<file path="config.mk">
export PLATFORM = sky130hd
export DESIGN_NAME = sched_xbar
export DESIGN_NICKNAME = d
export VERILOG_FILES = /design/src/rtl/sched_xbar_pkg.sv /design/src/rtl/sched_xbar_fifo.sv /design/src/rtl/sched_xbar_imem.sv /design/src/rtl/sched_xbar_ctrl.sv /design/src/rtl/sched_xbar.sv
export SDC_FILE = /design/constraint.sdc
export NUM_CORES = 1
export LEC_CHECK = 0
export BUFFER_PORTS_ARGS = -buffer_cell sky130_fd_sc_hd__buf_2
export CAP_MARGIN = 20
export CORE_ASPECT_RATIO = 1.25
export CORE_MARGIN = 2
export CORE_UTILIZATION = 32
export CTS_CLUSTER_SIZE = 25
export DETAILED_ROUTE_END_ITERATION = 16
export PLACE_DENSITY = 0.6
export RECOVER_POWER = 25
export SETUP_SLACK_MARGIN = 0.5
export SYNTH_ARGS = -nofsm -noshare
export SYNTH_HDL_FRONTEND = slang
export SYNTH_SLANG_ARGS = --single-unit
</file>
<file path="constraint.sdc">
create_clock -name clk -period 3.39 [get_ports clk]
set_clock_uncertainty 0.05 [all_clocks]
set_input_delay 0.678 -clock clk [delete_from_list [all_inputs] [get_ports clk]]
set_output_delay 0.678 -clock clk [all_outputs]
set_load 0.02 [all_outputs]
</file>
<file path="src/rtl/sched_xbar_pkg.sv">
package sched_xbar_pkg;
    localparam int NPORT = 5;
    localparam int SEL_W = 3;

    typedef enum logic [SEL_W-1:0] {
        SRC_N    = 3'd0,
        SRC_S    = 3'd1,
        SRC_E    = 3'd2,
        SRC_W    = 3'd3,
        SRC_P    = 3'd4,
        SRC_IDLE = 3'd7
    } src_sel_e;
endpackage

</file>
<file path="src/rtl/sched_xbar_fifo.sv">
module sched_xbar_fifo #(
    parameter int DW    = 32,
    parameter int DEPTH = 2
) (
    input  logic          clk,
    input  logic          rst_n,
    input  logic          push_valid,
    input  logic [DW-1:0] push_data,
    output logic          push_ready,
    input  logic          pop,
    output logic [DW-1:0] head,
    output logic          nonempty
);
    localparam int AW = (DEPTH > 1) ? $clog2(DEPTH) : 1;
    localparam int CW = $clog2(DEPTH + 1);

    typedef struct packed {
        logic [AW-1:0] wr_ptr;
        logic [AW-1:0] rd_ptr;
        logic [CW-1:0] count;
    } fifo_st_t;

    fifo_st_t st_d, st_q;
    logic [DW-1:0] mem [DEPTH];
    logic do_push, do_pop;

    assign push_ready = (st_q.count != CW'(DEPTH));
    assign nonempty   = (st_q.count != '0);
    assign do_push    = push_valid && push_ready;
    assign do_pop     = pop && nonempty;
    assign head       = mem[st_q.rd_ptr];

    always_comb begin
        st_d = st_q;
        if (do_push)
            st_d.wr_ptr = (st_q.wr_ptr == AW'(DEPTH - 1)) ? '0 : st_q.wr_ptr + 1'b1;
        if (do_pop)
            st_d.rd_ptr = (st_q.rd_ptr == AW'(DEPTH - 1)) ? '0 : st_q.rd_ptr + 1'b1;
        case ({do_push, do_pop})
            2'b10:   st_d.count = st_q.count + 1'b1;
            2'b01:   st_d.count = st_q.count - 1'b1;
            default: st_d.count = st_q.count;
        endcase
    end

    always_ff @(posedge clk or negedge rst_n) begin
        if (!rst_n) st_q <= '0;
        else        st_q <= st_d;
    end

    always_ff @(posedge clk) begin
        if (do_push) mem[st_q.wr_ptr] <= push_data;
    end
endmodule

</file>
<file path="src/rtl/sched_xbar_imem.sv">
module sched_xbar_imem #(
    parameter int IW    = 19,
    parameter int DEPTH = 16,
    parameter int AW    = 4
) (
    input  logic          clk,
    input  logic          we,
    input  logic [AW-1:0] waddr,
    input  logic [IW-1:0] wdata,
    input  logic [AW-1:0] raddr,
    output logic [IW-1:0] rdata
);
    logic [IW-1:0] mem [DEPTH];

    always_ff @(posedge clk) begin
        if (we) mem[waddr] <= wdata;
    end

    assign rdata = mem[raddr];
endmodule

</file>
<file path="src/rtl/sched_xbar_ctrl.sv">
module sched_xbar_ctrl #(
    parameter int NPORT = 5,
    parameter int SEL_W = 3,
    parameter int PC_W  = 4,
    parameter int IW    = 19
) (
    input  logic [IW-1:0]                  instr,
    input  logic [NPORT-1:0]               src_nonempty,
    input  logic [NPORT-1:0]               out_space,
    output logic                           fire,
    output logic [NPORT-1:0]               src_pop,
    output logic [NPORT-1:0]               dst_load,
    output logic [NPORT-1:0][SEL_W-1:0]    sel,
    output logic [PC_W-1:0]                next_pc
);
    logic [NPORT-1:0] dst_used;
    logic [NPORT-1:0] src_used;
    logic src_ok, dst_ok;

    for (genvar o = 0; o < NPORT; o++) begin : g_dec
        assign sel[o]      = instr[o*SEL_W +: SEL_W];
        assign dst_used[o] = (sel[o] < SEL_W'(NPORT));
    end

    always_comb begin
        src_used = '0;
        for (int i = 0; i < NPORT; i++) begin
            for (int o = 0; o < NPORT; o++) begin
                if (dst_used[o] && (sel[o] == SEL_W'(i))) src_used[i] = 1'b1;
            end
        end
    end

    assign src_ok   = &(~src_used | src_nonempty);
    assign dst_ok   = &(~dst_used | out_space);
    assign fire     = src_ok && dst_ok;
    assign src_pop  = src_used & {NPORT{fire}};
    assign dst_load = dst_used & {NPORT{fire}};
    assign next_pc  = instr[IW-1 -: PC_W];
endmodule

</file>
<file path="src/rtl/sched_xbar.sv">
module sched_xbar
    import sched_xbar_pkg::*;
#(
    parameter int DW         = 32,
    parameter int FIFO_DEPTH = 2,
    parameter int IMEM_DEPTH = 16,
    localparam int PC_W      = $clog2(IMEM_DEPTH),
    localparam int IW        = NPORT * SEL_W + PC_W
) (
    input  logic                      clk,
    input  logic                      rst_n,
    input  logic                      ld_en,
    input  logic [PC_W-1:0]           ld_addr,
    input  logic [IW-1:0]             ld_data,
    input  logic [NPORT-1:0][DW-1:0]  in_data,
    input  logic [NPORT-1:0]          in_valid,
    output logic [NPORT-1:0]          in_ready,
    output logic [NPORT-1:0][DW-1:0]  out_data,
    output logic [NPORT-1:0]          out_valid,
    input  logic [NPORT-1:0]          out_ready
);
    localparam int NP = NPORT;

    typedef struct packed {
        logic [PC_W-1:0]          pc;
        logic [NP-1:0]            ovalid;
        logic [NP-1:0][DW-1:0]    odata;
    } sw_st_t;

    sw_st_t st_d, st_q;

    logic [NP-1:0][DW-1:0]     head;
    logic [NP-1:0]             nonempty;
    logic [NP-1:0]             src_pop;
    logic [NP-1:0]             dst_load;
    logic [NP-1:0]             out_space;
    logic [NP-1:0][SEL_W-1:0]  sel;
    logic [IW-1:0]             instr;
    logic [PC_W-1:0]           next_pc;
    logic [PC_W-1:0]           pc_cur;
    logic                      fire;

    for (genvar p = 0; p < NP; p++) begin : g_port
        sched_xbar_fifo #(.DW(DW), .DEPTH(FIFO_DEPTH)) u_fifo (
            .clk        (clk),
            .rst_n      (rst_n),
            .push_valid (in_valid[p]),
            .push_data  (in_data[p]),
            .push_ready (in_ready[p]),
            .pop        (src_pop[p]),
            .head       (head[p]),
            .nonempty   (nonempty[p])
        );
        assign out_space[p] = !st_q.ovalid[p] || out_ready[p];
    end

    sched_xbar_imem #(.IW(IW), .DEPTH(IMEM_DEPTH), .AW(PC_W)) u_imem (
        .clk   (clk),
        .we    (ld_en && !rst_n),
        .waddr (ld_addr),
        .wdata (ld_data),
        .raddr (st_q.pc),
        .rdata (instr)
    );

    sched_xbar_ctrl #(.NPORT(NP), .SEL_W(SEL_W), .PC_W(PC_W), .IW(IW)) u_ctrl (
        .instr        (instr),
        .src_nonempty (nonempty),
        .out_space    (out_space),
        .fire         (fire),
        .src_pop      (src_pop),
        .dst_load     (dst_load),
        .sel          (sel),
        .next_pc      (next_pc)
    );

    always_comb begin
        st_d = st_q;
        if (fire) st_d.pc = next_pc;
        for (int o = 0; o < NP; o++) begin
            if (dst_load[o]) begin
                st_d.ovalid[o] = 1'b1;
                for (int i = 0; i < NP; i++) begin
                    if (sel[o] == SEL_W'(i)) st_d.odata[o] = head[i];
                end
            end else if (out_ready[o]) begin
                st_d.ovalid[o] = 1'b0;
            end
        end
    end

    always_ff @(posedge clk or negedge rst_n) begin
        if (!rst_n) st_q <= '0;
        else        st_q <= st_d;
    end

    assign pc_cur    = st_q.pc;
    assign out_valid = st_q.ovalid;
    assign out_data  = st_q.odata;
endmodule

</file>
[Word level (Yosys, flattened, before mapping)]
Memory sizes are Yosys's and may differ from the RTL's.
Cells that the tools add are included.
Storage, ports and cells
  bits in registers: 189
  bits in latches: 0
  memories: 6
  logic and storage cells: 265
  bits of input ports: 196
  RAM bits: 624
  bits in read-only memories: 0
Operators by class
  $add $sub $neg: 20
  shifts and indexed selects: 0
  bitwise operators: 6
  div/mod/pow operators: 0
  muxes and demuxes: 87
  magnitude comparators: 5
  equal/unequal tests: 35
  reduce and logical (&&, ||, !) cells: 80
  multipliers: 0
Memories
  u_imem.mem: words 16, bits a word 19, rd ports 1, clocked after Yosys merged registers in 0, write ports 1, line sched_xbar_imem.sv:13  | logic [IW-1:0] mem [DEPTH];
  g_port[0].u_fifo.mem: words 2, bits a word 32, rd ports 1, clocked after Yosys merged registers in 0, write ports 1, line sched_xbar_fifo.sv:24  | logic [DW-1:0] mem [DEPTH];
  g_port[1].u_fifo.mem: words 2, bits a word 32, rd ports 1, clocked after Yosys merged registers in 0, write ports 1, line sched_xbar_fifo.sv:24
  g_port[2].u_fifo.mem: words 2, bits a word 32, rd ports 1, clocked after Yosys merged registers in 0, write ports 1, line sched_xbar_fifo.sv:24
  g_port[3].u_fifo.mem: words 2, bits a word 32, rd ports 1, clocked after Yosys merged registers in 0, write ports 1, line sched_xbar_fifo.sv:24
  g_port[4].u_fifo.mem: words 2, bits a word 32, rd ports 1, clocked after Yosys merged registers in 0, write ports 1, line sched_xbar_fifo.sv:24
Operator list (number)
  two-way mux 32 bit: 25
  two-way mux 1 bit: 57
  logical AND 1 bit: 37
  equality test 3 x 2 -> 1 bit, second input constant: 10
  nonzero test 2 bit: 15
  nonzero test 5 bit: 5
  one-hot mux 2 bit (2 select lines): 5
  equality test 3 x 1 -> 1 bit, second input constant: 5
  equality test 3 bit, second input constant: 5
  zero test 3 bit: 5
  less-than comparator 3 bit, second input constant: 5
  adder 1 bit, second input constant: 10
  adder 2 x 1 -> 2 bit, second input constant: 5
  bitwise AND 5 bit: 2
  equality test 2 x 1 -> 1 bit, second input constant: 5
  equality test 2 bit, second input constant: 5
  inequality test 2 bit, second input constant: 5
  inverter 5 bit: 2
  bitwise OR 5 bit: 2
  AND reduction 2 bit: 5
  AND reduction 5 bit: 2
  subtractor 2 x 1 -> 2 bit, second input constant: 5
  zero test 1 bit: 6
  logical OR 1 bit: 5

[Depth between registers and ports, before layout]
An unclocked memory read counts as a cell.
  word-level depth: 16
  depth in mapped cells: 16
  mapped depth without buffers: 12

[Cells and area by module]
From an unflattened synthesis, not the netlist that was laid out.
Second synthesis, totals
  cells, all modules: 2699
  area total of the unflattened synthesis: 37599.8 µm²
Modules (own cells, without submodules)
  sched_xbar: area an instance 12976.2 µm², cells an instance 1543, seq. area each 4229.1 µm², instances 1
  sched_xbar_fifo: area an instance 2522.4 µm², cells an instance 117, seq. area each 2021.9 µm², instances 5
  sched_xbar_imem: area an instance 11464.7 µm², cells an instance 488, seq. area each 9128.8 µm², instances 1
  sched_xbar_ctrl: area an instance 546.8 µm², cells an instance 83, seq. area each 0.0 µm², instances 1

[Least setup slack after synthesis]
OpenSTA, ideal clock, no wires.
  path kind: register -> register
  from: register st_q (netlist bit pc_cur[0])
  to: register g_port[1].u_fifo.st_q[1] (netlist bit)
  buffers on the path: 4
  cell stages (with the launch flop): 16
  path slack: -362 ps
  library setup time: 79 ps
  clock period less this slack: 3752 ps
  arrival time: 3623 ps
  cell sequence: dfrtp_1 -> buf_2 -> buf_6 -> buf_6 -> mux4_2 -> a22oi_1 -> nand2_1 -> nand3_1 -> o221ai_1 -> or3_1 -> a2111o_1 -> buf_2 -> nor3b_2 -> ha_1 -> nor2_1 -> xor2_1
On the way
  word-level cells in the longest chain between the ends: 16
  elaborated cells between the ends (all ways): 94
  those cells by class: order compare: 5; eq/ne: 22; mux: 26; bitwise: 5; reduce/logical: 35; memory: 1
RTL lines
  start: declaration: line sched_xbar.sv:30  | sw_st_t st_d, st_q;
  start signal: assignment: line sched_xbar.sv:94  | else st_q <= st_d;
  memory read (16 x 19 bit) *
  less-than comparator 3 bit, or another cell as far along: line sched_xbar_ctrl.sv:22  | assign dst_used[o] = (sel[o] < SEL_W'(NPORT));
  logical AND 1 bit: line sched_xbar_ctrl.sv:29  | if (dst_used[o] && (sel[o] == SEL_W'(i))) src_used[i] = 1'b1;
  two-way mux 1 bit (5 in a row): line sched_xbar_ctrl.sv:29
  inverter 5 bit: line sched_xbar_ctrl.sv:34  | assign src_ok = &(~src_used | src_nonempty);
  bitwise OR 5 bit: line sched_xbar_ctrl.sv:34
  AND reduction 5 bit: line sched_xbar_ctrl.sv:34
  logical AND 1 bit: line sched_xbar_ctrl.sv:36  | assign fire = src_ok && dst_ok;
  bitwise AND 5 bit *: line sched_xbar_ctrl.sv:37  | assign src_pop = src_used & {NPORT{fire}};
  logical AND 1 bit *: line sched_xbar_fifo.sv:30  | assign do_pop = pop && nonempty;
  via g_port[1].u_fifo.do_pop: line sched_xbar_fifo.sv:25  | logic do_push, do_pop;
  equality test 2 x 1 -> 1 bit or equality test 2 bit (tied branches): line sched_xbar_fifo.sv:39  | case ({do_push, do_pop})
  one-hot mux 2 bit (2 select lines) or nonzero test 2 bit (tied branches)
  end signal: assignment: line sched_xbar_fifo.sv:48  | else st_q <= st_d;
  end: declaration: line sched_xbar_fifo.sv:23  | fifo_st_t st_d, st_q;
The timed path passes the listed nets; every way through them passes the cells marked *.
A chain may end at the register's enable or synchronous reset.

[Worst setup path in the final report]
  from: register st_q (netlist bit pc_cur[0])
  to: register g_port[0].u_fifo.st_q[1] (netlist bit)
On the way
  word-level cells in the longest chain between the ends: 16
  elaborated cells between the ends (all ways): 94
  those cells by class: order compare: 5; eq/ne: 22; mux: 26; bitwise: 5; reduce/logical: 35; memory: 1
RTL lines (line)
  memory read (16 x 19 bit) *
  less-than comparator 3 bit, or another cell as far along: sched_xbar_ctrl.sv:22
  logical AND 1 bit: sched_xbar_ctrl.sv:29
  two-way mux 1 bit (5 in a row): sched_xbar_ctrl.sv:29
  inverter 5 bit: sched_xbar_ctrl.sv:34
  bitwise OR 5 bit: sched_xbar_ctrl.sv:34
  AND reduction 5 bit: sched_xbar_ctrl.sv:34
  logical AND 1 bit: sched_xbar_ctrl.sv:36
  bitwise AND 5 bit *: sched_xbar_ctrl.sv:37
  logical AND 1 bit *: sched_xbar_fifo.sv:30
  via g_port[0].u_fifo.do_pop: sched_xbar_fifo.sv:25
  equality test 2 x 1 -> 1 bit or equality test 2 bit (tied branches): sched_xbar_fifo.sv:39
  one-hot mux 2 bit (2 select lines) or nonzero test 2 bit (tied branches)
  end signal: assignment: sched_xbar_fifo.sv:48
  end: declaration: sched_xbar_fifo.sv:23
Marked as above.

==> run_summary.xml <==
<?xml version="1.0" encoding="UTF-8"?>
<metrics>
  <group name="critical_path">
    <metric name="crit_path_max_fanout" unit="">7</metric>
    <metric name="critical_path.endpoint_type" unit="">flip-flop</metric>
    <metric name="worst-endpoint-required" unit="ps">3870</metric>
    <metric name="timing.critical_path.from_type" unit="">flip-flop</metric>
    <metric name="wp_data_arrival" unit="ps">4370</metric>
    <metric name="worstSetupPathType" unit="">flip-flop to flip-flop</metric>
  </group>
  <group name="clock_tree">
    <metric name="cts_htree_levels" unit="">3</metric>
    <metric name="cts-buffers-inserted" unit="">89</metric>
    <metric name="cts_tree" unit="">built</metric>
    <metric name="clockBufferDepth" unit="">3</metric>
    <metric name="cts_num_sinks" unit="">813</metric>
    <metric name="clk_latency_worst_skew_pair" unit="ps">660</metric>
    <metric name="clk_transition_reported_paths" unit="ps">60</metric>
    <metric name="clock_tree.root_cell" unit="">sky130_fd_sc_hd__clkbuf_16</metric>
  </group>
  <group name="sta">
    <metric name="worstMarginPinSlew" unit="ps">899</metric>
    <metric name="maxSlewViolCount" unit="">0</metric>
    <metric name="worst_slew_margin_rel" unit="">0.383</metric>
    <metric name="final.period_utilization" unit="">1.15</metric>
    <metric name="finalSetupViolCount" unit="">181</metric>
    <metric name="finalWorstPathRequiredPeriod" unit="ps">3890</metric>
    <metric name="maxClockFrequency" unit="MHz">257</metric>
    <metric name="tns" unit="ps">-77560</metric>
    <metric name="hold_viol_final" unit="">0</metric>
    <metric name="postLayoutSetupSlackWorst" unit="ps">-496</metric>
    <metric name="grt_setup_unrepaired" unit="">true</metric>
  </group>
  <group name="routing">
    <metric name="drt-wirelength-per-cell" unit="um">27.9</metric>
    <metric name="routed_wl" unit="mm">136</metric>
    <metric name="drt-pass1-iter-count" unit="">5</metric>
    <metric name="drt.antenna.violating_nets" unit="">0</metric>
    <metric name="first_iter_violations" unit="">3179</metric>
    <metric name="avgViaCountPerCell" unit="">5.52</metric>
    <metric name="post-route-drc-count" unit="">0</metric>
    <metric name="routed-via-count" unit="">26800</metric>
  </group>
  <group name="flow_run">
    <metric name="cap_violations" unit="">0</metric>
  </group>
  <group name="yosys">
    <metric name="synthDistinctLibCells" unit="">53</metric>
    <metric name="ys_seq_elements" unit="">813</metric>
    <metric name="synthesis.nets" unit="">2963</metric>
    <metric name="asyncSetResetFlopFracSynth" unit="">0.232</metric>
    <metric name="post_synth_instance_area" unit="um2">36500</metric>
    <metric name="synth_cells" unit="">2762</metric>
    <metric name="proportion_of_synthesized_chip_area_in_sequential_cells" unit="">0.643</metric>
    <metric name="post_synth.cell_area_avg" unit="um2">13.2</metric>
    <metric name="synth_warn" unit="">0</metric>
    <metric name="synth-edff-count" unit="">624</metric>
    <metric name="commonest_register_cell_after_synthesis" unit="">sky130_fd_sc_hd__edfxtp_1</metric>
  </group>
  <group name="floorplan">
    <metric name="initial_core_util" unit="">0.323</metric>
    <metric name="std_cell_rows" unit="">138</metric>
    <metric name="die_x" unit="um">306</metric>
    <metric name="floorplan.die_area" unit="um2">117000</metric>
    <metric name="floorplan.die.height" unit="um">382</metric>
    <metric name="top_level_ports" unit="">366</metric>
    <metric name="core_area" unit="um2">113000</metric>
  </group>
  <group name="cells_and_area">
    <metric name="layout-drive-gt1-share" unit="">0.324</metric>
    <metric name="layout.filler_cells" unit="">10600</metric>
    <metric name="mostFrequentLayoutCells" unit="">624 x sky130_fd_sc_hd__edfxtp_1, 412 x sky130_fd_sc_hd__nor2_1, 404 x sky130_fd_sc_hd__a21oi_1</metric>
    <metric name="syn2layout_area_growth" unit="%">25.8</metric>
    <metric name="final_core_utilization" unit="">0.406</metric>
    <metric name="stdcell_area" unit="um2">45900</metric>
    <metric name="most_common_cell_after_layout_fill_and_taps_aside" unit="">sky130_fd_sc_hd__edfxtp_1</metric>
    <metric name="final_nets" unit="">3515</metric>
  </group>
  <group name="global_routing">
    <metric name="largest_net_degree_at_the_start_of_global_routing" unit="">74</metric>
    <metric name="grt_util_all_layers" unit="">0.226</metric>
    <metric name="via_count_of_the_first_global_routing_pass" unit="">25700</metric>
    <metric name="remaining_global_route_overflow" unit="">0</metric>
    <metric name="antenna_found_initial" unit="">50</metric>
    <metric name="grt_pass1_wl" unit="mm">188</metric>
  </group>
  <group name="place">
    <metric name="detailedPlacementHpwl" unit="mm">96.0</metric>
    <metric name="postPlaceCellArea" unit="um2">41800</metric>
    <metric name="numPortBuffers" unit="">365</metric>
    <metric name="gp_routability_congestion" unit="">0.907</metric>
  </group>
  <group name="outcome">
    <metric name="outcome" unit="">finished with violations</metric>
    <metric name="failed_checks" unit="">setup timing</metric>
  </group>
  <group name="worst_hold_path">
    <metric name="holdCritPathClass" unit="">input port to flip-flop</metric>
  </group>
</metrics>
-- metrics by stage --
stage	std cells	setup WS (ps)	hold slack, ps
after detailed placement	4643	-531	421
after CTS	4834	-423	123
after global placement	4643	-487	417
final	4865	-496	150
after global routing	4853	-574	140
after floorplan	2762	-192	332
-- layout make-up --
type                       count  area [um2]  area share
clock inverter                46         402     0.00875
tap                         1470        1840      0.0401
antenna                       12        30.0    0.000654
clock buffer                 114        2490      0.0542
sequential                   813       23500       0.512
inverter                       5        18.8    0.000409
multi-input combinational   1737       12800       0.279
timing repair buffer         668        4840       0.105
-- flip-flops by register name (all words and copies together) (netlist names) --
register            cells
pc_cur                  4
out_data              160
u_imem.mem            304
out_valid               5
g_port.u_fifo.mem     320
g_port.u_fifo.st_q     20
-- layer usage --
metal | part of all wire | GRT usage | wire length (um)
met5 | 0.0013 | 0 | 183
met4 | 0.054 | 0.0983 | 7320
met3 | 0.087 | 0.0470 | 11800
met2 | 0.51 | 0.409 | 69500
met1 | 0.35 | 0.255 | 47200
-- what timing repair did --
item	4_1_cts	5_1_grt
endpoints found under the hold margin	18	0
buffers inserted	22	13
hold buffers	1	0
pin swaps	13	36
resized for setup	64	100
gates cloned	8	5
setup endpoints to repair	184	184
-- logic make-up after synthesis --
| logic type | after synthesis | synth area share |
|---|---|---|
| flops | 813 | 0.643 |
| compound gates | 675 | 0.112 |
| simple gates | 670 | 0.0778 |
| mux | 362 | 0.134 |
| buf+inv | 212 | 0.0256 |
| xor+xnor | 25 | 0.00600 |
| fa+ha+maj | 5 | 0.00171 |
-- final timing paths --
path / cells after the start / slack [ps] / endpoint / start
setup / recovery: 17 / -500 / g_port[0].u_fifo.st_q[1] / pc_cur[0]
hold / removal: 1 / 150 / g_port[4].u_fifo.mem[1][21] / in_data[149]
setup reg to reg: 17 / -500 / g_port[0].u_fifo.st_q[1] / pc_cur[0]
hold reg to reg: 1 / 420 / g_port[2].u_fifo.st_q[2] / g_port[2].u_fifo.st_q[2]
max in group asynchronous: 3 / 1670 / pc_cur[0] / rst_n
min in group asynchronous: 2 / 440 / out_data[137] / rst_n
-- critical path: stages (launching register included) --
cell and delay, ps:
sky130_fd_sc_hd__dfrtp_4 490, sky130_fd_sc_hd__buf_12 160, sky130_fd_sc_hd__buf_12 120, sky130_fd_sc_hd__buf_16 140, sky130_fd_sc_hd__mux4_2 440, sky130_fd_sc_hd__nand2_2 100, sky130_fd_sc_hd__nand4_1 130, sky130_fd_sc_hd__nand3_2 160
sky130_fd_sc_hd__o221ai_2 120, sky130_fd_sc_hd__or3_4 340, sky130_fd_sc_hd__a2111o_1 530, sky130_fd_sc_hd__buf_6 180, sky130_fd_sc_hd__buf_4 130, sky130_fd_sc_hd__nor3_4 220, sky130_fd_sc_hd__ha_4 170, sky130_fd_sc_hd__xnor2_2 100
sky130_fd_sc_hd__nor2_2 50, sky130_fd_sc_hd__xor2_1 130
-- Yosys cell counts (6+ instances only) --
library cell	instances	area, um2
sky130_fd_sc_hd__edfxtp_1	624	18700
sky130_fd_sc_hd__nor2_1	425	1600
sky130_fd_sc_hd__a21oi_1	406	2030
sky130_fd_sc_hd__mux2_2	204	2300
sky130_fd_sc_hd__dfrtp_1	189	4730
sky130_fd_sc_hd__clkbuf_1	163	612
sky130_fd_sc_hd__a211oi_1	131	983
sky130_fd_sc_hd__nand2_1	90	338
sky130_fd_sc_hd__mux4_2	79	1780
sky130_fd_sc_hd__mux2i_1	65	651
sky130_fd_sc_hd__nand3_1	48	240
sky130_fd_sc_hd__nor3_1	46	230
sky130_fd_sc_hd__o22a_1	42	368
sky130_fd_sc_hd__o21ai_0	33	165
sky130_fd_sc_hd__o221ai_1	23	201
sky130_fd_sc_hd__buf_4	17	128
sky130_fd_sc_hd__xnor2_1	15	131
sky130_fd_sc_hd__mux2_1	12	135
sky130_fd_sc_hd__buf_2	11	55.1
sky130_fd_sc_hd__nand2b_1	11	68.8
sky130_fd_sc_hd__a2111oi_0	10	87.6
sky130_fd_sc_hd__and4_1	10	87.6
sky130_fd_sc_hd__nand4_1	10	62.6
sky130_fd_sc_hd__xor2_1	10	87.6
sky130_fd_sc_hd__a22oi_1	8	60.1
sky130_fd_sc_hd__buf_1	8	30.0
sky130_fd_sc_hd__buf_6	8	90.1
sky130_fd_sc_hd__and3_1	6	37.5
sky130_fd_sc_hd__or3_1	6	37.5
Power is left out: the tool's default activity adds up to more than one toggle a clock period on the data nets, which glitch-free logic cannot reach.
